$ cat src/rtl/fcs_pkg.sv
package fcs_pkg;
  localparam logic [2:0] OP_PROG   = 3'd1;
  localparam logic [2:0] OP_SERASE = 3'd2;
  localparam logic [2:0] OP_MERASE = 3'd3;
  localparam logic [2:0] OP_VERIFY = 3'd4;

  typedef enum logic [2:0] {
    ST_IDLE, ST_RAMP, ST_PULSE, ST_RAMPDN, ST_VERIFY
  } eng_state_e;

  function automatic int unsigned div_period(input logic pre8, input logic [5:0] fdiv);
    int unsigned base;
    base = int'(fdiv) + 1;
    return pre8 ? base * 8 : base;
  endfunction

  function automatic logic op_legal(input logic [2:0] op);
    return (op == OP_PROG) || (op == OP_SERASE) || (op == OP_MERASE) || (op == OP_VERIFY);
  endfunction

  function automatic int max_of(input int a, input int b);
    return (a > b) ? a : b;
  endfunction
endpackage

$ cat src/rtl/fcs_divider.sv
module fcs_divider #(
  parameter int FDIV_W = 6
) (
  input  logic              clk,
  input  logic              rst_n,
  input  logic              div_we,
  input  logic [FDIV_W:0]   div_val,
  output logic              div_set,
  output logic              tick
);
  import fcs_pkg::*;
  localparam int CNT_W = FDIV_W + 4;

  logic              set_q;
  logic [FDIV_W:0]   cfg_q;
  logic [CNT_W-1:0]  cnt_q;
  logic [CNT_W-1:0]  last;

  assign last    = CNT_W'(div_period(cfg_q[FDIV_W], 6'(cfg_q[FDIV_W-1:0])) - 1);
  assign tick    = set_q && (cnt_q == last);
  assign div_set = set_q;

  always_ff @(posedge clk or negedge rst_n) begin
    if (!rst_n) begin
      set_q <= 1'b0;
      cfg_q <= '0;
      cnt_q <= '0;
    end else if (div_we) begin
      set_q <= 1'b1;
      cfg_q <= div_val;
      cnt_q <= '0;
    end else if (set_q) begin
      cnt_q <= (cnt_q == last) ? '0 : cnt_q + 1'b1;
    end
  end

  p_tick_gap_r1: assert property (@(posedge clk) disable iff (!rst_n)
    (tick && !div_we && last != '0) |=> !tick);
endmodule

$ cat src/rtl/fcs_queue.sv
module fcs_queue #(
  parameter int AW = 8,
  parameter int DW = 16
) (
  input  logic          clk,
  input  logic          rst_n,
  input  logic          div_set,
  input  logic          cmd_valid,
  input  logic [2:0]    cmd_op,
  input  logic [AW-1:0] cmd_addr,
  input  logic [DW-1:0] cmd_data,
  input  logic          err_clr,
  input  logic          pull,
  output logic          buf_v,
  output logic [2:0]    buf_op,
  output logic [AW-1:0] buf_addr,
  output logic [DW-1:0] buf_data,
  output logic          acc_err
);
  import fcs_pkg::*;

  logic accept, reject;
  assign accept = cmd_valid && div_set && !buf_v && op_legal(cmd_op);
  assign reject = cmd_valid && !accept;

  always_ff @(posedge clk or negedge rst_n) begin
    if (!rst_n) begin
      buf_v    <= 1'b0;
      buf_op   <= '0;
      buf_addr <= '0;
      buf_data <= '0;
    end else if (accept) begin
      buf_v    <= 1'b1;
      buf_op   <= cmd_op;
      buf_addr <= cmd_addr;
      buf_data <= cmd_data;
    end else if (pull) begin
      buf_v    <= 1'b0;
    end
  end

  always_ff @(posedge clk or negedge rst_n) begin
    if (!rst_n)       acc_err <= 1'b0;
    else if (reject)  acc_err <= 1'b1;
    else if (err_clr) acc_err <= 1'b0;
  end

  p_nodiv_reject_r2: assert property (@(posedge clk) disable iff (!rst_n)
    (cmd_valid && !div_set) |=> acc_err);
  p_bad_op_r3: assert property (@(posedge clk) disable iff (!rst_n)
    (cmd_valid && !op_legal(cmd_op)) |=> acc_err);
  p_buf_hold_r4: assert property (@(posedge clk) disable iff (!rst_n)
    (buf_v && !pull) |=> (buf_v && $stable(buf_addr) && $stable(buf_op)));
endmodule

$ cat src/rtl/fcs_engine.sv
module fcs_engine #(
  parameter int AW      = 8,
  parameter int DW      = 16,
  parameter int ROW_W   = 3,
  parameter int SECT_W  = 4,
  parameter int RAMP_T  = 5,
  parameter int PROG_T  = 6,
  parameter int ERASE_T = 20,
  parameter int DOWN_T  = 2
) (
  input  logic          clk,
  input  logic          rst_n,
  input  logic          tick,
  input  logic          buf_v,
  input  logic [2:0]    buf_op,
  input  logic [AW-1:0] buf_addr,
  input  logic [DW-1:0] buf_data,
  input  logic [DW-1:0] arr_rdata,
  output logic          pull,
  output logic          idle,
  output logic          hv_en,
  output logic          blank,
  output logic          arr_prog,
  output logic          arr_erase,
  output logic          arr_erase_all,
  output logic          arr_rd,
  output logic [AW-1:0] arr_addr,
  output logic [DW-1:0] arr_wdata,
  output logic          chain
);
  import fcs_pkg::*;
  localparam int MAXT = max_of(max_of(RAMP_T, PROG_T), max_of(ERASE_T, DOWN_T));
  localparam int CW   = $clog2(MAXT + 1);

  eng_state_e          st_q;
  logic [CW-1:0]       cnt_q;
  logic [2:0]          op_q;
  logic [AW-1:0]       addr_q;
  logic [DW-1:0]       data_q;
  logic [SECT_W-1:0]   idx_q;
  logic                ok_q;
  logic                phase_end, pulse_end, same_row, last_word;

  function automatic logic [CW-1:0] pulse_len(input logic [2:0] op);
    return (op == OP_PROG) ? CW'(PROG_T - 1) : CW'(ERASE_T - 1);
  endfunction

  assign phase_end = tick && (cnt_q == '0);
  assign pulse_end = (st_q == ST_PULSE) && phase_end;
  assign same_row  = (buf_addr[AW-1:ROW_W] == addr_q[AW-1:ROW_W]);
  assign chain     = pulse_end && (op_q == OP_PROG) && buf_v && (buf_op == OP_PROG) && same_row;
  assign last_word = (idx_q == '1);
  assign idle      = (st_q == ST_IDLE);
  assign pull      = (idle && buf_v) || chain;

  assign hv_en         = (st_q == ST_RAMP) || (st_q == ST_PULSE) || (st_q == ST_RAMPDN);
  assign arr_prog      = pulse_end && (op_q == OP_PROG);
  assign arr_erase     = pulse_end && (op_q == OP_SERASE);
  assign arr_erase_all = pulse_end && (op_q == OP_MERASE);
  assign arr_rd        = (st_q == ST_VERIFY) && tick;
  assign arr_addr      = (st_q == ST_VERIFY) ? {addr_q[AW-1:SECT_W], idx_q} : addr_q;
  assign arr_wdata     = data_q;

  always_ff @(posedge clk or negedge rst_n) begin
    if (!rst_n) begin
      st_q   <= ST_IDLE;
      cnt_q  <= '0;
      op_q   <= '0;
      addr_q <= '0;
      data_q <= '0;
      idx_q  <= '0;
      ok_q   <= 1'b0;
      blank  <= 1'b0;
    end else begin
      case (st_q)
        ST_IDLE: if (buf_v) begin
          op_q   <= buf_op;
          addr_q <= buf_addr;
          data_q <= buf_data;
          idx_q  <= '0;
          ok_q   <= 1'b1;
          cnt_q  <= CW'(RAMP_T - 1);
          st_q   <= (buf_op == OP_VERIFY) ? ST_VERIFY : ST_RAMP;
        end
        ST_RAMP: if (phase_end) begin
          cnt_q <= pulse_len(op_q);
          st_q  <= ST_PULSE;
        end else if (tick) begin
          cnt_q <= cnt_q - 1'b1;
        end
        ST_PULSE: if (chain) begin
          op_q   <= buf_op;
          addr_q <= buf_addr;
          data_q <= buf_data;
          cnt_q  <= CW'(PROG_T - 1);
        end else if (phase_end) begin
          cnt_q <= CW'(DOWN_T - 1);
          st_q  <= ST_RAMPDN;
        end else if (tick) begin
          cnt_q <= cnt_q - 1'b1;
        end
        ST_RAMPDN: if (phase_end) begin
          st_q <= ST_IDLE;
        end else if (tick) begin
          cnt_q <= cnt_q - 1'b1;
        end
        ST_VERIFY: if (tick) begin
          if (last_word) begin
            blank <= ok_q && (arr_rdata == '1);
            st_q  <= ST_IDLE;
          end else begin
            ok_q  <= ok_q && (arr_rdata == '1);
            idx_q <= idx_q + 1'b1;
          end
        end
        default: st_q <= ST_IDLE;
      endcase
    end
  end

  p_prog_in_hv_r5: assert property (@(posedge clk) disable iff (!rst_n)
    (arr_prog || arr_erase || arr_erase_all) |-> hv_en);
  p_strobe_excl_r6: assert property (@(posedge clk) disable iff (!rst_n)
    $onehot0({arr_prog, arr_erase, arr_erase_all, arr_rd}));
  p_chain_keeps_hv_r7: assert property (@(posedge clk) disable iff (!rst_n)
    chain |=> hv_en);
  p_verify_no_hv_r8: assert property (@(posedge clk) disable iff (!rst_n)
    arr_rd |-> !hv_en);
endmodule

$ cat src/rtl/flash_cmd_seq.sv
module flash_cmd_seq #(
  parameter int AW      = 8,
  parameter int DW      = 16,
  parameter int ROW_W   = 3,
  parameter int SECT_W  = 4,
  parameter int RAMP_T  = 5,
  parameter int PROG_T  = 6,
  parameter int ERASE_T = 20,
  parameter int DOWN_T  = 2
) (
  input  logic          clk,
  input  logic          rst_n,
  input  logic          div_we,
  input  logic [6:0]    div_val,
  input  logic          cmd_valid,
  input  logic [2:0]    cmd_op,
  input  logic [AW-1:0] cmd_addr,
  input  logic [DW-1:0] cmd_data,
  input  logic          err_clr,
  input  logic          ie_empty,
  input  logic          ie_done,
  input  logic [DW-1:0] arr_rdata,
  output logic          fclk_tick,
  output logic          buf_empty,
  output logic          all_done,
  output logic          acc_err,
  output logic          blank,
  output logic          irq,
  output logic          hv_en,
  output logic          arr_prog,
  output logic          arr_erase,
  output logic          arr_erase_all,
  output logic          arr_rd,
  output logic [AW-1:0] arr_addr,
  output logic [DW-1:0] arr_wdata
);
  logic          div_set, pull, buf_v, eng_idle, chain;
  logic [2:0]    buf_op;
  logic [AW-1:0] buf_addr;
  logic [DW-1:0] buf_data;

  fcs_divider #(.FDIV_W(6)) u_div (
    .clk(clk), .rst_n(rst_n), .div_we(div_we), .div_val(div_val),
    .div_set(div_set), .tick(fclk_tick)
  );

  fcs_queue #(.AW(AW), .DW(DW)) u_queue (
    .clk(clk), .rst_n(rst_n), .div_set(div_set), .cmd_valid(cmd_valid),
    .cmd_op(cmd_op), .cmd_addr(cmd_addr), .cmd_data(cmd_data),
    .err_clr(err_clr), .pull(pull), .buf_v(buf_v), .buf_op(buf_op),
    .buf_addr(buf_addr), .buf_data(buf_data), .acc_err(acc_err)
  );

  fcs_engine #(.AW(AW), .DW(DW), .ROW_W(ROW_W), .SECT_W(SECT_W),
    .RAMP_T(RAMP_T), .PROG_T(PROG_T), .ERASE_T(ERASE_T), .DOWN_T(DOWN_T)) u_eng (
    .clk(clk), .rst_n(rst_n), .tick(fclk_tick), .buf_v(buf_v), .buf_op(buf_op),
    .buf_addr(buf_addr), .buf_data(buf_data), .arr_rdata(arr_rdata),
    .pull(pull), .idle(eng_idle), .hv_en(hv_en), .blank(blank),
    .arr_prog(arr_prog), .arr_erase(arr_erase), .arr_erase_all(arr_erase_all),
    .arr_rd(arr_rd), .arr_addr(arr_addr), .arr_wdata(arr_wdata), .chain(chain)
  );

  assign buf_empty = !buf_v;
  assign all_done  = !buf_v && eng_idle;
  assign irq       = (ie_empty && buf_empty) || (ie_done && all_done);

  p_irq_mask_r10: assert property (@(posedge clk) disable iff (!rst_n)
    (!ie_empty && !ie_done) |-> !irq);
  p_done_idle_r9: assert property (@(posedge clk) disable iff (!rst_n)
    all_done |-> (!hv_en && !arr_rd));
endmodule

$ cat config.mk
export PLATFORM = sky130hd
export DESIGN_NAME = flash_cmd_seq
export DESIGN_NICKNAME = d
export VERILOG_FILES = /design/src/rtl/fcs_pkg.sv /design/src/rtl/fcs_divider.sv /design/src/rtl/fcs_queue.sv /design/src/rtl/fcs_engine.sv /design/src/rtl/flash_cmd_seq.sv
export SDC_FILE = /design/constraint.sdc
export NUM_CORES = 1
export LEC_CHECK = 0
export BUFFER_PORTS_ARGS = -buffer_cell sky130_fd_sc_hd__buf_2
export CORE_MARGIN = 2
export CORE_UTILIZATION = 50
export CTS_CLUSTER_SIZE = 24
export DETAILED_ROUTE_END_ITERATION = 6
export MAX_ROUTING_LAYER = met4
export PLACE_DENSITY = 0.81
export SYNTH_ARGS = -nofsm -noshare
export SYNTH_HDL_FRONTEND = slang
export SYNTH_SLANG_ARGS = --single-unit
$ cat constraint.sdc
create_clock -name clk -period 3.6 [get_ports clk]
set_input_delay 0.36 -clock clk [delete_from_list [all_inputs] [get_ports clk]]
set_output_delay 0.36 -clock clk [all_outputs]
set_load 0.02 [all_outputs]
==> impl_metrics.ini, run 1 <==
[clock_tree]
clkTransAtPathRegs_ps = 100
cts_tree = done
numCtsBuffers = 9
clkSinkCount = 88
cts_buffer_depth = 2
clock_latency_ps = 360
cts-root-buf = clkbuf_8
h-tree-depth = 3
cts_hold_buf = 0

[synth]
netlist.top_cell.by_area = dfrtp_1
syn_nets = 487
synth_ff_type = dfrtp_1
synth_area_leaders = dfrtp_1, mux2_2, mux2_4, xnor2_1, o21ai_0
synth_cells = 424
synth_common_cells = dfrtp_1, mux2_2, o21ai_0, nand2_1, nor2_1
synth_edf_count = 0
ys_seq_area_share_pct = 46.4
avgSynthCellArea_sq_um = 11.2
yosysUniqueCellTypes = 62
ys_async_sr_fraction_pct = 100
synth.cell_area_sq_um = 4750
yosysTopAreaCellShare_pct = 46.4
synth.most_common_cell = dfrtp_1
ys_warn_count = 0
ys_ff_latch = 88

[sta]
setup_slack_ps = -178
fin_hold_ws_ps = 184
skew_ps = 16.2
fin_crit_ps = 3780
rsz0062_at_grt = yes
slew_headroom_pct = 20.2
slew_violations = 0
worst_pin_slew_ps = 1190
finalSetupViolCount = 31
fmax_mhz = 265
hold_viol_final = 0
fin_crit_sh_pct = 105

[run]
maxCapViolCount = 0

[layout]
drive_above_1_share_pct = 43.9
stdcell_area_sq_um = 5850
antennaDiodeCount = 0
syn_to_final_growth_pct = 23.3
nNetsFinal = 600

[global_route]
gr-usage-all-layers_pct = 21.8
grt_pass1_vias = 3638
antenna_found_initial = 0
overflow = 0
grt_max_degree = 89
grt_pass1_wl_um = 17200

[critical_path]
crit_path_end_kind = primary output
cp-start-kind = flip-flop
cp_max_fo = 6
worstPathArrival_ps = 3420
required_ps = 3240
critical_path_class = flip-flop to primary output

[floorplanning]
initial_utilization_pct = 51.4
dieHeight_um = 101
die_w_um = 101
std_cell_rows = 35
die_area_sq_um = 10300
coreArea_sq_um = 9240
num_io_pins = 92

[power]
max-vdd-ir-drop_mv = 0.422
power.density_nw_per_um2 = 670
finalPower_mw = 3.92
leakagePower_nw = 2.75

[route]
viasPerCell = 5.57
drc = 0
via_count = 3740
wl_per_cell_um = 16.6
postRouteAntennaNets = 0
firstDrtPassIters = 4
routed_wl_um = 11200
drt_iter0_markers = 305

[status]
violations = negative setup slack
status = finished, violations left

[hold_path]
min_path_type = primary input to flip-flop

[placed_design]
port-buffer-count = 91
dp.final_hpwl_um = 7150
place.gp.congestion = 0.864
dpl_cell_area_sq_um = 5330
-- per-stage QoR --
stage                     setup WS, ps  setup TNS (ps)  std cells  utilization, %
after floorplan                   27.4               0        424               -
after global placement            83.5               0        631            57.7
after global routing              -400           -8970        671            63.3
after detailed placement         -79.4           -1320        631            57.7
after CTS                         -176            -524        655            60.7
final                             -178           -2370        671            63.3
-- placed cells by master, fill, tap and decap left out, types with 3 or more instances in the layout --
cell type / netlist / final
nor3_1: 14 / 11
nand2b_1: 6 / 6
and2_1: 3 / 3
or2_2: 3 / 3
nand2_1: 21 / 20
mux2_2: 45 / 45
clkbuf_8: 0 / 9
o21ai_0: 22 / 21
and3_1: 7 / 6
buf_4: 7 / 32
a22o_1: 3 / 3
xnor2_1: 20 / 20
nand3_2: 1 / 3
inv_1: 11 / 11
a21oi_1: 13 / 12
buf_2: 4 / 85
dfrtp_2: 0 / 3
mux2_4: 20 / 20
a31oi_1: 4 / 4
nor2_1: 21 / 20
a211o_1: 4 / 4
buf_6: 3 / 7
ha_1: 6 / 5
nand3_1: 17 / 15
xor2_1: 12 / 12
a21o_1: 3 / 3
nand4_1: 6 / 6
o31ai_1: 4 / 4
dfrtp_1: 88 / 85
and4_1: 3 / 3
nor4_1: 4 / 4
-- area by class of cell --
class                   count  area, sq um
well taps                 129          161
clock inverters             7         55.1
inverters                  13         48.8
repair buffers            126          790
flip-flops and latches     88         2210
multi-input cells         299         2470
fillers                   691         3390
clock buffers               9          124
-- final timing paths --
| path | start | to | cells past startpoint | slack [ps] |
|---|---|---|---|---|
| worst max-delay path | u_div.cfg_q[1] | arr_erase_all | 12 | -180 |
| worst min-delay path | err_clr | u_queue.acc_err | 2 | 180 |
| worst max register to register | u_div.cfg_q[1] | u_eng.arr_wdata[14] | 15 | -100 |
| worst min register to register | u_eng.ok_q | u_eng.ok_q | 1 | 500 |
| max in group asynchronous | rst_n | u_div.cfg_q[2] | 1 | 2640 |
| min in group asynchronous | rst_n | u_eng.idx_q[0] | 1 | 190 |
-- state kept, by name, summed over array words and instances, names as in the netlist --
| register | count |
|---|---|
| u_eng.arr_wdata | 16 |
| u_eng.ok_q | 1 |
| u_queue.buf_addr | 8 |
| u_queue.buf_v | 1 |
| u_queue.acc_err | 1 |
| u_eng.blank | 1 |
| u_eng.op_q | 3 |
| u_queue.buf_op | 3 |
| u_queue.buf_data | 16 |
| u_eng.addr_q | 8 |
| u_eng.cnt_q | 5 |
| u_div.cnt_q | 10 |
| u_eng.idx_q | 4 |
| u_div.cfg_q | 7 |
| u_eng.st_q | 3 |
| u_div.div_set | 1 |
-- worst max-delay path, stage by stage, from the launching register on --
cell and delay, ps:
dfrtp_2 440, ha_4 180, and3b_1 210, o21ai_2 60, a311o_1 370, buf_4 160
nor3_2 180, xnor2_1 80, or3_4 400, nor4_4 310, nand3_2 170, nor4bb_2 310
buf_4 190
-- kinds of logic (layout without fill, tap and decap cells) --
family / count (synthesis) / after routing / synth area share (%)
simple gates: 123 / 123 / 14.5
flops: 88 / 88 / 46.4
compound gates: 72 / 72 / 10.3
mux: 66 / 66 / 17.2
buf+inv: 37 / 155 / 4.06
xor+xnor: 32 / 32 / 5.90
fa+ha+maj: 6 / 6 / 1.58
-- power breakdown --
part	leakage (nW)	switching (mW)	internal, mW
clock network	0.0915	0.382	0.258
registers	1.09	0.308	1.34
logic	1.57	0.782	0.853
-- repair_timing --
item / 4_1_cts / 5_1_grt
resized for setup: 9 / 26
endpoints found under the setup margin: 39 / 34
gates cloned: 0 / 2
pin swaps: 4 / 13
buffers inserted: 8 / 14
-- per-layer routing --
| layer | GRT usage, % | routed length (um) |
|---|---|---|
| met5 | - | 0 |
| met4 | 7.28 | 235 |
| met3 | 3.11 | 419 |
| met2 | 37.0 | 5830 |
| met1 | 26.9 | 4670 |
Power figures use the tool's default switching activity.
==> run 2: changes to the inputs <==
Settings changed: CORE_UTILIZATION 50 to 51, PLACE_DENSITY 0.81 to 0.82, SYNTH_HIERARCHICAL set to 1.
==> impl_metrics.ini, run 2 <==
[status]
status = finished, violations left
violations = negative setup slack

[clock_tree]
clkTransAtPathRegs_ps = 90
clock_latency_ps = 370
cts_hold_buf = 0
cts-root-buf = clkbuf_8
numCtsBuffers = 9
cts_tree = done
cts_buffer_depth = 2
h-tree-depth = 3
clkSinkCount = 88

[placed_design]
dp_slack_ps = -42.4
port-buffer-count = 91
dp.final_hpwl_um = 8450
place.gp.congestion = 0.874

[synth]
synth.most_common_cell = dfrtp_1
ys_ff_latch = 88
avgSynthCellArea_sq_um = 10.6
netlist.top_cell.by_area = dfrtp_1
synth_area_leaders = dfrtp_1, mux2_2, a221o_1, a22o_1, xnor2_1
synth_common_cells = dfrtp_1, mux2_2, nand2_1, a22o_1, a221o_1
yosysUniqueCellTypes = 72
ys_seq_area_share_pct = 42.5
ys_warn_count = 6
synth_cells = 487
syn_nets = 549
synth_ff_type = dfrtp_1
synth_edf_count = 0
yosysTopAreaCellShare_pct = 42.5
synth.cell_area_sq_um = 5180
ys_async_sr_fraction_pct = 100

[critical_path]
r2r-end = u_eng/arr_wdata[12]
critical_path_class = flip-flop to primary output
crit_path_end_kind = primary output
cp-start-kind = flip-flop
startpoint = u_div/cfg_q[1]
rrSetupSlack_ps = -80
rr_startpoint = u_div/cfg_q[1]
required_ps = 3240
worstPathArrival_ps = 3400
cp_max_fo = 6
rr_worst_depth = 14

[hold_path]
min_path_type = primary input to async pin

[power]
p_int_mw = 2.57
power.density_nw_per_um2 = 665
power.switching_mw = 1.60
pwr-share-comb_pct = 42.1
pwr-share-seq_pct = 38.9
swShare_pct = 38.4
leakagePower_nw = 2.63
clock_power_share_pct = 19.0
max-vdd-ir-drop_mv = 0.473
finalPower_mw = 4.17

[global_route]
grt_pass1_wl_um = 20800
gr-usage-all-layers_pct = 24.1
antenna_found_initial = 0
overflow = 0
grt_max_degree = 64
grt_pass1_vias = 4205

[sta]
fin_crit_ps = 3760
skew_ps = 11.2
fmax_mhz = 266
setup_slack_ps = -164
finalSetupViolCount = 30
fin_crit_sh_pct = 105
worst_pin_slew_ps = 1120
slew_violations = 0
rsz0062_at_grt = yes
hold_viol_final = 0
slew_headroom_pct = 25.2

[route]
wl_per_cell_um = 17.5
drt_iter0_markers = 309
via_count = 4365
postRouteAntennaNets = 0
routed_wl_um = 12600
firstDrtPassIters = 4
drc = 0
viasPerCell = 6.09

[run]
maxCapViolCount = 0

[floorplanning]
std_cell_rows = 36
die_area_sq_um = 11000
num_io_pins = 92
coreArea_sq_um = 9820
initial_utilization_pct = 52.7
die_w_um = 105
dieHeight_um = 105

[layout]
nNetsFinal = 642
drive_above_1_share_pct = 36.5
final_common_cell = buf_2
syn_to_final_growth_pct = 21.0
layout_common_cells = buf_2, dfrtp_1, mux2_2
antennaDiodeCount = 0
n_fill_cell = 813
## run 2: logic make-up after synthesis
logic type                 share of synthesized area, %
and+or+nand+nor                                    16.8
buffers and inverters                              5.46
muxes                                              8.14
AOI/OAI and AO/OA                                  19.6
xor gates and xnor gates                           6.28
adders and majority gates                          1.21
DFF                                                42.5
## run 2: power by group through the flow
stage	clock network, mW	registers [mW]	logic [mW]
after global placement	0	1.61	1.60
after CTS	0.806	1.61	1.72
after detailed placement	0	1.62	1.68
after global routing	0.858	1.67	1.89
after floorplan	0	1.60	1.27
final	0.792	1.62	1.75
## run 2: worst max path at each step
stage	to	slack [ps]	cells past startpoint
2_1_floorplan	u_queue/buf_v	-360	17
3_3_place_gp	u_eng/arr_wdata[3]	100	12
3_5_place_dp	u_eng/arr_wdata[7]	-40	13
4_1_cts	arr_erase_all	-130	12
5_1_grt	arr_erase_all	-310	12
6_report	arr_erase_all	-160	12
## run 2: cell type report
class                      count  area (sq um)  share of cell area (%)
timing repair buffer         117           691                    11.0
clock buffer                  10           138                    2.20
inverter                      16          60.1                   0.958
tap                          133           166                    2.66
clock inverter                 5          86.3                    1.38
sequential                    88          2210                    35.2
multi-input combinational    348          2920                    46.6
## run 2: worst max-delay path, stage by stage, from the launching register on
cell and delay [ps]:
dfrtp_1 440, buf_6 160, and4_4 210, nor3_2 430
a211o_1 270, nand3_1 140, o311ai_2 110, o21ai_2 120
nor4_4 370, and3b_2 290, nand2_4 80, nor4b_4 250
buf_4 190
## run 2: repair_timing
item | CTS | global route
endpoints found under the setup margin | 29 | 38
pin swaps | 8 | 17
resized for setup | 22 | 18
buffers inserted | 8 | 2
## run 2: per-layer routing
| layer | GRT usage, % | part of all wire [%] |
|---|---|---|
| met3 | 5.36 | 6.5 |
| met2 | 37.1 | 48 |
| met1 | 31.8 | 43 |
| met4 | 7.81 | 2.5 |
| met5 | - | 0 |
## run 2: per-stage QoR
| stage | utilization, % | hold slack (ps) | TNS, ps | instance area, sq um | cells |
|---|---|---|---|---|---|
| CTS | 62.8 | 92.2 | -242 | 6160 | 716 |
| global route | 63.8 | 122 | -6480 | 6270 | 717 |
| global placement | 58.8 | 460 | 0 | 5770 | 693 |
| floorplan | - | 64.4 | -5440 | 5240 | 487 |
| detailed placement | 58.8 | 465 | -482 | 5770 | 693 |
| finish | 63.8 | 66.2 | -1510 | 6270 | 717 |
